--- src/rtl/ham74_pkg.sv ---
package ham74_pkg;

   localparam int PAR_W  = 3;
   localparam int CODE_W = (1 << PAR_W) - 1;
   localparam int DATA_W = CODE_W - PAR_W;

   typedef logic [DATA_W-1:0] nib_t;
   typedef logic [CODE_W-1:0] cw_t;
   typedef logic [PAR_W-1:0]  syn_t;

   // Position p (1-based) carries a check bit when p is a power of two.
   function automatic logic is_par_pos(input int pos);
      return ((pos & (pos - 1)) == 0);
   endfunction

   // Index of the data bit stored at a non-check position.
   function automatic int data_idx(input int pos);
      int cnt;
      cnt = 0;
      for (int q = 1; q < pos; q++) begin
         if (!is_par_pos(q)) cnt++;
      end
      return cnt;
   endfunction

   // Positions watched by check group k (bit k of the position index).
   function automatic cw_t cover_mask(input int k);
      cw_t m;
      m = '0;
      for (int pos = 1; pos <= CODE_W; pos++) begin
         if (((pos >> k) & 1) != 0) m = m | (cw_t'(1) << (pos - 1));
      end
      return m;
   endfunction

   // Group checks of a word, used by the embedded checks.
   function automatic syn_t check_of(input cw_t w);
      syn_t s;
      s = '0;
      for (int k = 0; k < PAR_W; k++) begin
         s = s | (syn_t'(^(w & cover_mask(k))) << k);
      end
      return s;
   endfunction

endpackage

--- src/rtl/ham74_enc.sv ---
module ham74_enc
   import ham74_pkg::*;
(
   input  nib_t data_i,
   output cw_t  code_o
);

   cw_t dvec;

   for (genvar p = 1; p <= CODE_W; p++) begin : g_pos
      if (is_par_pos(p)) begin : g_par
         localparam int  K = $clog2(p);
         localparam cw_t M = cover_mask(K);
         assign dvec[p-1]   = 1'b0;
         assign code_o[p-1] = ^(dvec & M);
      end else begin : g_dat
         localparam int I = data_idx(p);
         assign dvec[p-1]   = data_i[I];
         assign code_o[p-1] = data_i[I];
      end
   end

endmodule

--- src/rtl/ham74_synd.sv ---
module ham74_synd
   import ham74_pkg::*;
(
   input  cw_t  code_i,
   output syn_t syn_o
);

   for (genvar k = 0; k < PAR_W; k++) begin : g_chk
      localparam cw_t M = cover_mask(k);
      assign syn_o[k] = ^(code_i & M);
   end

endmodule

--- src/rtl/ham74_fix.sv ---
module ham74_fix
   import ham74_pkg::*;
(
   input  cw_t  code_i,
   input  syn_t syn_i,
   output cw_t  code_o,
   output nib_t data_o,
   output logic fixed_o
);

   cw_t flip;

   for (genvar p = 1; p <= CODE_W; p++) begin : g_pos
      assign flip[p-1] = (syn_i == syn_t'(p));
      if (!is_par_pos(p)) begin : g_dat
         localparam int I = data_idx(p);
         assign data_o[I] = code_o[p-1];
      end
   end

   assign code_o  = code_i ^ flip;
   assign fixed_o = |flip;

endmodule

--- src/rtl/ham74_codec.sv ---
module ham74_codec
   import ham74_pkg::*;
#(
   parameter int LANES      = 2,
   parameter int REGISTERED = 1
) (
   input  logic                    clk,
   input  logic                    rst_n,
   input  logic                    enc_valid_i,
   input  logic [LANES*DATA_W-1:0] enc_data_i,
   output logic                    enc_valid_o,
   output logic [LANES*CODE_W-1:0] enc_code_o,
   input  logic                    dec_valid_i,
   input  logic [LANES*CODE_W-1:0] dec_code_i,
   output logic                    dec_valid_o,
   output logic [LANES*CODE_W-1:0] dec_code_o,
   output logic [LANES*DATA_W-1:0] dec_data_o,
   output logic [LANES*PAR_W-1:0]  dec_synd_o,
   output logic [LANES-1:0]        dec_fixed_o
);

   localparam int EW = LANES * DATA_W;
   localparam int CW = LANES * CODE_W;
   localparam int SW = LANES * PAR_W;

   if (LANES < 1) begin : g_bad_lanes
      $error("ham74_codec: LANES must be at least 1");
   end
   if (REGISTERED != 0 && REGISTERED != 1) begin : g_bad_reg
      $error("ham74_codec: REGISTERED must be 0 or 1");
   end
   if (CODE_W != 7 || DATA_W != 4) begin : g_bad_code
      $error("ham74_codec: package must describe a 7,4 code");
   end

   logic [CW-1:0] enc_flat;
   logic [CW-1:0] fix_flat;
   logic [EW-1:0] dat_flat;
   logic [SW-1:0] syn_flat;
   logic [LANES-1:0] fixed_flat;

   for (genvar g = 0; g < LANES; g++) begin : g_lane
      cw_t  enc_cw;
      cw_t  rx_cw;
      cw_t  fix_cw;
      syn_t syn;
      nib_t dat;
      logic fixed;

      assign rx_cw = dec_code_i[g*CODE_W +: CODE_W];

      ham74_enc u_enc (
         .data_i (enc_data_i[g*DATA_W +: DATA_W]),
         .code_o (enc_cw)
      );

      ham74_synd u_synd (
         .code_i (rx_cw),
         .syn_o  (syn)
      );

      ham74_fix u_fix (
         .code_i  (rx_cw),
         .syn_i   (syn),
         .code_o  (fix_cw),
         .data_o  (dat),
         .fixed_o (fixed)
      );

      assign enc_flat[g*CODE_W +: CODE_W] = enc_cw;
      assign fix_flat[g*CODE_W +: CODE_W] = fix_cw;
      assign dat_flat[g*DATA_W +: DATA_W] = dat;
      assign syn_flat[g*PAR_W +: PAR_W]   = syn;
      assign fixed_flat[g]                = fixed;

      // a fresh codeword passes every group check
      p_enc_even_r2: assert property (@(posedge clk) disable iff (!rst_n)
         check_of(enc_cw) == '0);

      // the repaired word passes every group check
      p_fix_clean_r4: assert property (@(posedge clk) disable iff (!rst_n)
         check_of(fix_cw) == '0);

      // repair touches at most one bit
      p_one_flip_r4: assert property (@(posedge clk) disable iff (!rst_n)
         $countones(fix_cw ^ rx_cw) <= 1);

      // the flag is high exactly when the word was altered
      p_flag_r5: assert property (@(posedge clk) disable iff (!rst_n)
         fixed == (fix_cw != rx_cw));
   end

   if (REGISTERED == 1) begin : g_reg
      logic          enc_v_q;
      logic [CW-1:0] enc_code_q;
      logic          dec_v_q;
      logic [CW-1:0] dec_code_q;
      logic [EW-1:0] dec_data_q;
      logic [SW-1:0] dec_synd_q;
      logic [LANES-1:0] dec_fixed_q;

      always_ff @(posedge clk or negedge rst_n) begin
         if (!rst_n) begin
            enc_v_q    <= 1'b0;
            enc_code_q <= '0;
         end else begin
            enc_v_q <= enc_valid_i;
            if (enc_valid_i) enc_code_q <= enc_flat;
         end
      end

      always_ff @(posedge clk or negedge rst_n) begin
         if (!rst_n) begin
            dec_v_q     <= 1'b0;
            dec_code_q  <= '0;
            dec_data_q  <= '0;
            dec_synd_q  <= '0;
            dec_fixed_q <= '0;
         end else begin
            dec_v_q <= dec_valid_i;
            if (dec_valid_i) begin
               dec_code_q  <= fix_flat;
               dec_data_q  <= dat_flat;
               dec_synd_q  <= syn_flat;
               dec_fixed_q <= fixed_flat;
            end
         end
      end

      assign enc_valid_o = enc_v_q;
      assign enc_code_o  = enc_code_q;
      assign dec_valid_o = dec_v_q;
      assign dec_code_o  = dec_code_q;
      assign dec_data_o  = dec_data_q;
      assign dec_synd_o  = dec_synd_q;
      assign dec_fixed_o = dec_fixed_q;

      // output strobes follow input strobes by one clock
      p_enc_lat_r7: assert property (@(posedge clk) disable iff (!rst_n)
         enc_valid_i |=> enc_valid_o);
      p_dec_lat_r7: assert property (@(posedge clk) disable iff (!rst_n)
         !dec_valid_i |=> !dec_valid_o);

      // outputs hold while the input strobe is low
      p_enc_hold_r8: assert property (@(posedge clk) disable iff (!rst_n)
         !enc_valid_i |=> $stable(enc_code_o));
      p_dec_hold_r8: assert property (@(posedge clk) disable iff (!rst_n)
         !dec_valid_i |=> ($stable(dec_code_o) && $stable(dec_fixed_o)));
   end else begin : g_comb
      assign enc_valid_o = enc_valid_i;
      assign enc_code_o  = enc_flat;
      assign dec_valid_o = dec_valid_i;
      assign dec_code_o  = fix_flat;
      assign dec_data_o  = dat_flat;
      assign dec_synd_o  = syn_flat;
      assign dec_fixed_o = fixed_flat;
   end

endmodule

--- config.mk ---
export PLATFORM = sky130hd
export DESIGN_NAME = ham74_codec
export DESIGN_NICKNAME = d
export VERILOG_FILES = /design/src/rtl/ham74_pkg.sv /design/src/rtl/ham74_enc.sv /design/src/rtl/ham74_synd.sv /design/src/rtl/ham74_fix.sv /design/src/rtl/ham74_codec.sv
export SDC_FILE = /design/constraint.sdc
export NUM_CORES = 1
export LEC_CHECK = 0
export BUFFER_PORTS_ARGS = -buffer_cell sky130_fd_sc_hd__buf_2
export CORE_MARGIN = 3
export CORE_UTILIZATION = 51
export CTS_CLUSTER_SIZE = 25
export DETAILED_ROUTE_END_ITERATION = 16
export PLACE_DENSITY = 0.79
export RECOVER_POWER = 100
export SYNTH_ARGS = -nofsm -noshare
export SYNTH_HDL_FRONTEND = slang
export SYNTH_SLANG_ARGS = --single-unit
--- constraint.sdc ---
create_clock -name clk -period 1.1 [get_ports clk]
set_clock_uncertainty 0.05 [all_clocks]
set_input_delay 0.22 -clock clk [delete_from_list [all_inputs] [get_ports clk]]
set_output_delay 0.22 -clock clk [all_outputs]
set_load 0.005 [all_outputs]
# After elaboration in Yosys (flattened, before gate mapping)
# Cells that the tools add are included.
dict set report word_totals {
  reg_bits 46
  latch_bits 0
  mem_bits_rw 0
  mem_bits_ro 0
  input_bits 26
  output_inout_bits 46
  word_cells 37
  n_memories 0
}
dict set report op_classes {
  add_sub_neg 0
  multipliers 0
  div 0
  n_lt_le_gt_ge 0
  n_eq_ne 14
  shifts 0
  n_mux 0
  bitwise_logic 2
  n_reduce_logical 14
}
# op count
set op_table {}
lappend op_table {{7-bit XOR reduction} 12}
lappend op_table {{3-bit equality test, second input constant} 8}
lappend op_table {{7-bit OR reduction} 2}
lappend op_table {{7-bit XOR} 2}
lappend op_table {{3-bit by 2-bit equality test with 1-bit output, second input constant} 4}
lappend op_table {{3-bit by 1-bit equality test with 1-bit output, second input constant} 2}

# Depth between registers and ports, before layout
# Gate-level depths: netlist of the first run.
dict set report depth {
  depth_word 3
  ltp_mapped 5
  mapped_depth_nobuf 4
}

# Cells and area by module
# From an unflattened synthesis of the first run, not the netlist that was laid out.
dict set report hier_totals {
  cells_unflattened 162
  area_unflattened_um2 2362.3
}
# module instances cells_per_inst area_each_um2 seq_area_each_um2
set modules_own_cells {}
lappend modules_own_cells {ham74_codec 1 94 1691.6 1151.1}
lappend modules_own_cells {ham74_fix 2 19 148.9 0.0}
lappend modules_own_cells {ham74_enc 2 7 108.9 0.0}
lappend modules_own_cells {ham74_synd 2 8 77.6 0.0}

# Worst setup path after synthesis of the first run
# No wires, ideal clock.
dict set report synth_timing {
  path_kind {input to register}
  startpoint {input dec_code_i[1]}
  endpoint {register g_reg.dec_code_q[2] (netlist: dec_code_o[2])}
  arrival_ps 1561
  t_required_ps 968
  path_slack_ps -593
  cell_stages 5
  path_buffers 1
  path_cell_list {buf_2 xnor2_1 xnor2_1 or4_1 a31oi_1}
}
dict set report synth_via {
  elab_chain_cells 3
}
# item line
set synth_lines {}
lappend synth_lines {{start, declared} ham74_codec.sv:14} ;# input logic [LANES*CODE_W-1:0] dec_code_i,
lappend synth_lines {{7-bit XOR reduction} ham74_synd.sv:10} ;# assign syn_o[k] = ^(code_i & M);
lappend synth_lines {{3-bit by 2-bit equality test with 1-bit output} ham74_fix.sv:14} ;# assign flip[p-1] = (syn_i == syn_t'(p));
lappend synth_lines {{7-bit XOR} ham74_fix.sv:21} ;# assign code_o = code_i ^ flip;
lappend synth_lines {{end signal, assigned} ham74_codec.sv:122} ;# dec_code_q <= fix_flat;
lappend synth_lines {{end, declared} ham74_codec.sv:97} ;# logic [CW-1:0] dec_code_q;
# No other way between the ends.
# A chain may end at the register's enable or synchronous reset.

# Worst setup path after layout of the first run
dict set report layout_timing {
  startpoint {input dec_code_i[6]}
  endpoint {register g_reg.dec_code_q[2] (netlist: dec_code_o[2])}
}
dict set report layout_via {
  elab_chain_cells 3
}
# item line
set layout_lines {}
lappend layout_lines {{7-bit XOR reduction} ham74_synd.sv:10}
lappend layout_lines {{3-bit by 2-bit equality test with 1-bit output *} ham74_fix.sv:14}
lappend layout_lines {{7-bit XOR *} ham74_fix.sv:21}
# Every way passes the cells marked *; elsewhere a longest branch is shown, timed or not.

==> flow_summary.json, run 1 <==
{
  "final-setup-viol-count": 31,
  "placementRows": 24,
  "placed_area_sq_um": 3230,
  "synth_cells": 240,
  "critical_path_class": "input port to register",
  "use_met3_pct": 4.32,
  "crit_path_start_kind": "input port",
  "tritoncts": "done",
  "synth_warnings": 0,
  "ys_ff_latch": 38,
  "syn2layout_area_growth_pct": 62.7,
  "drc": 0,
  "cts_max_path_buffers": 2,
  "synth.most_common_cell": "dfrtp_1",
  "drt-initial-drc-count": 288,
  "hp-class": "input port to register",
  "required_ns": 1.26,
  "first_pass_iters": 5,
  "synth_top_area_share_pct": 40.4,
  "async_flop_share_pct": 100,
  "routed_wl_mm": 8.46,
  "dieWidth_um": 74.0,
  "yosys-top-cells-count": "dfrtp_1 (38), xnor2_1 (26), mux2_2 (14), nand3_1 (14), nor2_1 (14)",
  "wl_per_cell_um": 20.5,
  "fmax_mhz": 713,
  "core_area_sq_um": 4410,
  "synth.distinct_cells": 42,
  "initial_core_util_pct": 53.4,
  "avgSynthCellArea_sq_um": 9.82,
  "reg2reg_to": "dec_code_o[11]",
  "synthesis.nets": 266,
  "design.die.area_sq_um": 5470,
  "cts-buffers-inserted": 5,
  "relSlewSlack_pct": 46.8,
  "ys_seq_area_share_pct": 40.4,
  "grt_max_degree": 39,
  "cts_sinks": 38,
  "reg2regPathDepth": 3,
  "diodes": 0,
  "gp_congestion": 0.926,
  "dp_hpwl_mm": 4.35,
  "syn-cell-area_sq_um": 2360,
  "fin_crit_sh_pct": 127,
  "ant_nets": 0,
  "synth_edf_count": 0,
  "hold_viol": 0,
  "vias": 2590,
  "tns_ns": -2.32,
  "met2_usage_pct": 39.8,
  "arrival_ns": 1.56,
  "fin_area_sq_um": 3830,
  "antenna_found_initial": 0,
  "hp-start": "enc_data_i[2]",
  "yosysTopAreaCell": "dfrtp_1",
  "overflow": 0,
  "grt_setup_unrepaired": "true",
  "grtUsageMet1_pct": 29.6,
  "drv_cap": 0,
  "reg2reg_from": "dec_code_o[11]",
  "crit_fanout": 7,
  "grt_use_total_pct": 23.4,
  "clk_latency_ns": 0.30,
  "synth_flop_cell": "dfrtp_1",
  "drive_gt1_share_pct": 54.0,
  "max-vdd-ir-drop_mv": 0.810,
  "whs_path_depth": 2,
  "post-route-min-period_ns": 1.40,
  "crit_path_max_incr_delay_ns": 0.53,
  "cp-end-kind": "register",
  "cts-htree-levels": 2,
  "io_pins": 72,
  "crit_chain": "buf_12 -> xnor2_4 -> buf_6 -> xnor2_4 -> or4_1 -> a31oi_1",
  "status": "complete, but fails checks",
  "power.density_nw_per_um2": 1270,
  "worst_slew_pin_slew_ns": 0.798,
  "synth_area_leaders": "dfrtp_1 (40%), xnor2_1 (9.7%), mux2_2 (6.7%)",
  "port_buffers": 71,
  "violations": "setup timing",
  "r2r_slack_ns": -0.13,
  "final_nets": 386,
  "grt.busiest_layer": "met2",
  "grt_pass1_vias": 2206,
  "fill_cells": 209,
  "drv_slew": 0,
  "die_h_um": 74.0,
  "grt_pass1_wl_mm": 10.0,
  "clk_pin_slew_ns": 0.08,
  "hold_path_end": "enc_code_o[5]",
  "cts_root_buf": "clkbuf_8",
  "crit_path_top_delay_cell": "or4_1",
  "via_per_inst": 6.27,
  "p_leak_nw": 1.66,
  "critPathMostFrequentCell": "xnor2_4",
  "setup_ws_ns": -0.302
}
==> how the worst max path moves through the flow <==
stage / from / end / slack, ns
after floorplan: dec_code_i[2] / dec_code_o[2] / -0.43
after global placement: dec_code_i[6] / dec_code_o[0] / -0.54
after detailed placement: dec_code_i[6] / dec_code_o[2] / -0.61
after CTS: dec_code_i[2] / dec_code_o[0] / -0.20
after global routing: dec_code_i[6] / dec_code_o[2] / -0.34
final: dec_code_i[6] / dec_code_o[2] / -0.30
==> metal layers <==
metal,vias to the layer above,wire [um],share of wire (%)
met4,0,420,5.0
met2,182,4270,50
met5,-,0,0
met3,49,688,8.1
met1,1233,3080,36
li1,1126,-,-
==> sequential cells by signal, indices dropped and copies added (netlist names) <==
name         flops
dec_code_o      14
dec_fixed_o      2
dec_synd_o       6
dec_valid_o      1
enc_code_o      14
enc_valid_o      1
==> worst max-delay path, delay by kind of cell <==
kind,cells,cell delay (ns)
xor gates and xnor gates,2,0.30
and+or+nand+nor,1,0.53
AOI/OAI and AO/OA,1,0.24
buffers and inverters,2,0.26
==> cells in the final DEF (no fill, tap or decap), drive strengths merged, types with 2 or more instances in the layout <==
cell type / Yosys / final
nor2b: 7 / 7
nand2b: 2 / 2
nand4: 6 / 6
buf: 13 / 135
nor3: 8 / 8
a31oi: 12 / 12
o2111ai: 6 / 6
dfrtp: 38 / 38
nand3: 14 / 14
clkbuf: 13 / 9
mux2: 14 / 14
inv: 7 / 7
mux2i: 2 / 2
nand3b: 3 / 3
o31ai: 6 / 6
a41oi: 4 / 4
nand2: 4 / 4
xnor2: 27 / 27
a21oi: 7 / 7
o22ai: 2 / 2
or4: 6 / 6
nor2: 14 / 14
or3b: 2 / 2
a2111oi: 2 / 2
xor2: 8 / 8
==> area by class of cell <==
class                           instances  area (sq um)  share of cell area, %
Clock inverter                          2          12.5                  0.326
Clock buffer                            6          82.6                   2.15
Multi-Input combinational cell        169          1660                   43.4
Inverter                                7          26.3                  0.685
Sequential cell                        38           951                   24.8
Tap cell                               52          65.1                   1.70
Timing Repair Buffer                  139          1030                   27.0
==> power breakdown <==
group | switching, W | internal [W] | leakage (nW)
sequential | 0.000140 | 0.00161 | 0.434
clock | 0.000536 | 0.000504 | 0.0472
combinational | 0.00101 | 0.00106 | 1.17
==> stage by stage <==
stage | worst slack, ns | utilization [%] | hold WS, ns | total power (W) | cells
global route | -0.337 | 86.8 | 0.150 | 0.00507 | 413
global placement | -0.543 | 73.1 | 0.148 | 0.00324 | 379
detailed placement | -0.606 | 73.1 | 0.150 | 0.00329 | 379
CTS | -0.198 | 80.5 | 0.145 | 0.00444 | 396
floorplan | -0.426 | - | -0.126 | 0.00268 | 240
finish | -0.302 | 86.8 | 0.147 | 0.00486 | 413
==> what timing repair did <==
action / CTS / global route
gates resized for setup: 28 / 34
endpoints found under the setup margin: 21 / 48
pin swaps: 14 / 23
buffers inserted: 8 / 17
hold buffers: 1 / 0
endpoints found under the hold margin: 38 / 0
==> logic make-up after synthesis <==
family	after synthesis	synth area share (%)
simple gates	73	17.7
flops	38	40.4
mux	16	7.54
compound gates	45	13.8
xor+xnor	35	13.3
buf+inv	33	7.28
No activity file was read; power rests on OpenSTA's default activity.
==> inputs of run 2 (changes only) <==
--- a/config.mk
+++ b/config.mk
@@ -6,6 +6,7 @@
 export NUM_CORES = 1
 export LEC_CHECK = 0
 export BUFFER_PORTS_ARGS = -buffer_cell sky130_fd_sc_hd__buf_2
+export CORE_ASPECT_RATIO = 1.4
 export CORE_MARGIN = 3
 export CORE_UTILIZATION = 51
 export CTS_CLUSTER_SIZE = 25
==> run 2 against run 1 <==
Net effect:
- the flow still finishes with violations (setup timing)
- clock power rose by 44%
- combinational power rose by 15%
- cell count rose by 3.9%
- worst hold slack got worse by 0.00074 ns
- first-iteration DRC count rose by 67%
- critical path type unchanged
- largest power group unchanged
- highest routed layer unchanged
==> flow_summary.json, run 2 (same netlist as run 1, synthesis figures left out) <==
{
  "p_leak_nw": 1.75,
  "routed_wl_mm": 12.4,
  "dp_hpwl_mm": 4.82,
  "tritoncts": "done",
  "regArea_sq_um": 951,
  "worst_slew_pin_slew_ns": 0.885,
  "multiInputGateArea_sq_um": 1780,
  "hp-class": "input port to register",
  "reg2regPathDepth": 3,
  "cts-htree-levels": 2,
  "crit_path_max_incr_delay_ns": 0.46,
  "r2r_slack_ns": -0.16,
  "crit_chain": "buf_8 -> xnor2_4 -> buf_12 -> xnor2_2 -> buf_4 -> o31ai_1 -> a31oi_2",
  "drive_gt1_share_pct": 59.1,
  "seqPwrFrac_pct": 31.6,
  "crit_path_start_kind": "input port",
  "critPathBufInv": 3,
  "hold_ws_ns": 0.146,
  "final_nets": 394,
  "relSlewSlack_pct": 41.0,
  "grt_pass1_vias": 2452,
  "violations": "setup timing",
  "core_area_sq_um": 4340,
  "post-route-min-period_ns": 1.61,
  "clkPwrFrac_pct": 26.4,
  "drc": 0,
  "die_h_um": 86.4,
  "grt_use_total_pct": 28.0,
  "p_switching_w": 0.00201,
  "whs_path_depth": 2,
  "syn2layout_area_growth_pct": 75.5,
  "grt_setup_unrepaired": "true",
  "design.die.area_sq_um": 5480,
  "path_delay_family": "compound AO/OA/AOI/OAI gates",
  "placementRows": 28,
  "wl_per_cell_um": 28.8,
  "required_ns": 1.19,
  "grt_max_degree": 39,
  "fmax_mhz": 620,
  "clk_pin_slew_ns": 0.08,
  "reg2reg_to": "dec_code_o[12]",
  "crit_path_top_delay_cell": "o31ai_1",
  "cts_root_buf": "clkbuf_8",
  "arrival_ns": 1.70,
  "swShare_pct": 35.4,
  "intPower_w": 0.00366,
  "status": "complete, but fails checks",
  "dp_slack_ns": -0.611,
  "drv_slew": 0,
  "power.density_nw_per_um2": 1370,
  "drt-initial-drc-count": 481,
  "hold_path_end": "enc_code_o[5]",
  "layout_commonest_cell": "buf_2",
  "grt_pass1_wl_mm": 12.1,
  "vias": 2978,
  "clk_latency_ns": 0.30,
  "crit_fanout": 6,
  "tns_ns": -5.04,
  "fin_crit_sh_pct": 147,
  "port_buffers": 71,
  "overflow": 0,
  "hold_viol": 0,
  "cts_max_path_buffers": 2,
  "placed_area_sq_um": 3260,
  "fill_cells": 104,
  "drv_cap": 0,
  "reg2reg_from": "dec_code_o[12]",
  "max-vdd-ir-drop_mv": 0.776,
  "ant_nets": 0,
  "cp-end-kind": "register",
  "setup_ws_ns": -0.513,
  "first_pass_iters": 7,
  "via_per_inst": 6.94,
  "layout_common_cells": "buf_2 (59), buf_4 (58), dfrtp_1 (38)",
  "p_comb_share_pct": 42.0,
  "hp-start": "enc_data_i[2]",
  "fin_area_sq_um": 4140,
  "dieWidth_um": 63.4,
  "io_pins": 72,
  "cts_sinks": 38,
  "cts-buffers-inserted": 5,
  "critical_path_class": "input port to register",
  "final-setup-viol-count": 72,
  "antenna_found_initial": 0,
  "diodes": 0,
  "gp_congestion": 0.879,
  "initial_core_util_pct": 54.2
}
run 2: cell types whose count changed in the layout (fill, tap and decap cells not counted), sizes merged:
| cell | previous run | this run |
|---|---|---|
| buf | 135 | 144 |
| bufinv | 0 | 2 |
| clkbuf | 9 | 7 |
| clkinvlp | 1 | 0 |
run 2: final cells by class:
cell class | instances | area share [%]
Clock buffer | 5 | 1.66
Clock inverter | 3 | 1.66
Inverter | 7 | 0.635
Multi-Input combinational cell | 169 | 43.1
Sequential cell | 38 | 23.0
Tap cell | 60 | 1.82
Timing Repair Buffer | 147 | 28.1
run 2: how the worst max path moves through the flow:
stage,start,endpoint,cells past startpoint
3_5_place_dp,dec_code_i[6],dec_code_o[4],5
3_3_place_gp,dec_code_i[6],dec_code_o[4],5
5_1_grt,dec_code_i[2],dec_code_o[4],7
4_1_cts,dec_code_i[2],dec_code_o[5],6
2_1_floorplan,dec_code_i[2],dec_code_o[2],5
6_report,dec_code_i[2],dec_code_o[4],7
run 2: repair_timing:
action                                  4_1_cts  5_1_grt
gates cloned                                  0        1
endpoints found under the setup margin       22       54
pin swaps                                    17       24
hold endpoints to repair                     38        0
hold buffers                                  1        0
gates resized for setup                      33       56
setup buffers                                 8       24
run 2: stage by stage:
stage          utilization, %  total power [W]  instances
2_1_floorplan               -          0.00268        240
3_3_place_gp             74.9          0.00324        388
3_5_place_dp             74.9          0.00331        388
4_1_cts                  83.8          0.00487        404
5_1_grt                  95.2          0.00582        429
6_report                 95.2          0.00567        429
run 2: power by group through the flow:
stage | clock, W | sequential [W] | combinational [W]
after global routing | 0.00157 | 0.00179 | 0.00246
after CTS | 0.00142 | 0.00174 | 0.00172
after floorplan | 0 | 0.00177 | 0.000905
after detailed placement | 0 | 0.00176 | 0.00155
final | 0.00150 | 0.00179 | 0.00238
after global placement | 0 | 0.00175 | 0.00149
run 2: metal layers:
layer | vias up | GRT usage [%] | routed length [um]
li1 | 1133 | - | -
met1 | 1375 | 27.8 | 3660
met2 | 322 | 57.4 | 6010
met3 | 148 | 4.15 | 1260
met4 | 0 | 9.82 | 1450
met5 | - | 0 | 0
==> inputs of run 3 (changes only) <==
--- a/config.mk
+++ b/config.mk
@@ -11,6 +11,8 @@
 export CORE_UTILIZATION = 51
 export CTS_CLUSTER_SIZE = 25
 export DETAILED_ROUTE_END_ITERATION = 16
+export GPL_TIMING_DRIVEN = 0
+export HOLD_SLACK_MARGIN = 0.03
 export PLACE_DENSITY = 0.79
 export RECOVER_POWER = 100
 export SYNTH_ARGS = -nofsm -noshare
==> run 3 against run 2 <==
Net effect:
- the flow still finishes with violations (setup timing)
- combinational power fell by 19%
- sequential share of layout area rose by 2.5 points
- design area fell by 9.7%
- routed wire length fell by 40%
- critical path depth fell by 2
- worst hold slack got worse by 0.14 ns
- non-clock buffer count fell by 33
- core utilization fell by 9.2 points
- worst setup slack improved by 0.20 ns
- critical path type unchanged
==> flow_summary.json, run 3 (same netlist as run 1, synthesis figures left out) <==
{
  "hp-class": "input port to asynchronous set/reset pin",
  "intPower_w": 0.00312,
  "placementRows": 28,
  "setup_ws_ns": -0.309,
  "holdBufCountCts": 1,
  "final_nets": 361,
  "first_pass_iters": 4,
  "clk_latency_ns": 0.29,
  "ant_nets": 0,
  "gp_congestion": 0.924,
  "regArea_sq_um": 951,
  "antenna_found_initial": 0,
  "p_comb_share_pct": 40.9,
  "drt-initial-drc-count": 170,
  "wl_per_cell_um": 18.8,
  "tritoncts": "done",
  "fmax_mhz": 709,
  "cts_max_path_buffers": 2,
  "grt_use_total_pct": 23.4,
  "final-setup-viol-count": 21,
  "grt_max_degree": 39,
  "grt_pass1_wl_mm": 10.3,
  "r2r_slack_ns": 0.10,
  "post-route-min-period_ns": 1.41,
  "cts_sinks": 38,
  "required_ns": 1.27,
  "hold_ws_ns": 0.00194,
  "crit_fanout": 6,
  "grtUsageMet1_pct": 26.8,
  "relSlewSlack_pct": 37.9,
  "cts-htree-levels": 2,
  "overflow": 0,
  "finalPower_w": 0.00469,
  "use_met3_pct": 3.76,
  "placed_area_sq_um": 3090,
  "p_switching_w": 0.00157,
  "swShare_pct": 33.4,
  "worst_slew_pin_slew_ns": 0.931,
  "clk_pin_slew_ns": 0.08,
  "seqPwrFrac_pct": 37.5,
  "max-vdd-ir-drop_mv": 0.767,
  "layout_common_cells": "buf_2 (51), dfrtp_1 (38), buf_4 (19)",
  "design.die.area_sq_um": 5480,
  "reg2reg_to": "dec_code_o[7]",
  "fill_cells": 239,
  "layout_commonest_cell": "buf_2",
  "cp-end-kind": "register",
  "arrival_ns": 1.58,
  "clkPwrFrac_pct": 21.6,
  "status": "complete, but fails checks",
  "multiInputGateArea_sq_um": 1670,
  "dp_hpwl_mm": 4.23,
  "reg2reg_from": "dec_code_o[7]",
  "cts-buffers-inserted": 5,
  "vias": 2365,
  "cts_root_buf": "clkbuf_8",
  "power.density_nw_per_um2": 1250,
  "port_buffers": 65,
  "crit_path_start_kind": "input port",
  "fin_crit_sh_pct": 128,
  "crit_chain": "buf_12 -> xnor2_2 -> xnor2_1 -> or4_1 -> a31oi_1",
  "fin_util_pct": 86.0,
  "io_pins": 72,
  "via_per_inst": 5.97,
  "crit_path_start": "dec_code_i[6]",
  "crit_path_max_incr_delay_ns": 0.52,
  "crit_path_top_delay_cell": "or4_1",
  "p_leak_nw": 1.56,
  "diodes": 0,
  "initial_core_util_pct": 54.2,
  "drv_slew": 0,
  "drv_cap": 0,
  "grt_setup_unrepaired": "true",
  "die_h_um": 86.4,
  "dieWidth_um": 63.4,
  "routed_wl_mm": 7.46,
  "drive_gt1_share_pct": 49.4,
  "met2_usage_pct": 43.0,
  "critical_path_class": "input port to register",
  "path_delay_family": "XOR/XNOR gates",
  "reg2regPathDepth": 3,
  "fin_area_sq_um": 3740,
  "grt.busiest_layer": "met2",
  "grt_pass1_vias": 2156,
  "drc": 0,
  "syn2layout_area_growth_pct": 58.6,
  "critPathBufInv": 1,
  "violations": "setup timing",
  "hold_viol": 0,
  "core_area_sq_um": 4340
}
==> run 3: area by class of cell <==
type                    count  share of cell area, %
multi-input cells         169                   44.6
flip-flops and latches     38                   25.5
repair buffers             91                   17.1
plain buffers              23                   7.60
clock buffers               6                   2.21
well taps                  60                   2.01
inverters                   7                  0.703
clock inverters             2                  0.335
==> run 3: metrics by stage <==
step                instances  worst slack, ns  TNS [ns]
floorplan                 240           -0.426     -3.78
global placement          365           -0.634    -12.21
detailed placement        365           -0.640    -12.56
CTS                       382           -0.222     -1.94
global route              396           -0.340     -3.84
finish                    396           -0.309     -2.54
==> run 3: worst max-delay path by stage <==
stage,end,cells after the start,slack (ns)
floorplan,dec_code_o[2],5,-0.43
global placement,dec_code_o[1],5,-0.63
detailed placement,dec_code_o[2],5,-0.64
CTS,dec_code_o[1],6,-0.22
global route,dec_code_o[1],5,-0.34
finish,dec_code_o[0],5,-0.31
==> run 3: power by group through the flow <==
stage               clock network (W)  registers (W)  logic, W
finish                        0.00101        0.00176   0.00192
detailed placement                  0        0.00176   0.00144
global route                  0.00108        0.00178   0.00204
global placement                    0        0.00175   0.00141
floorplan                           0        0.00177  0.000905
CTS                           0.00100        0.00174   0.00165
==> run 3: what timing repair did <==
action	4_1_cts	5_1_grt
endpoints found under the setup margin	31	57
hold endpoints to repair	39	2
pin swaps	11	32
buffers inserted	12	14
gates resized for setup	46	31
==> run 3: layer usage <==
layer	routed length [um]	up-vias
li1	-	1066
met1	2640	1155
met2	4170	119
met3	389	25
met4	258	0
met5	0	-
==> run 3: worst reg2reg max path: stages (launching register included) <==
cell and delay, ns:
dfrtp_1 0.41, nor2b_1 0.15, a31oi_1 0.18, nand3_1 0.10
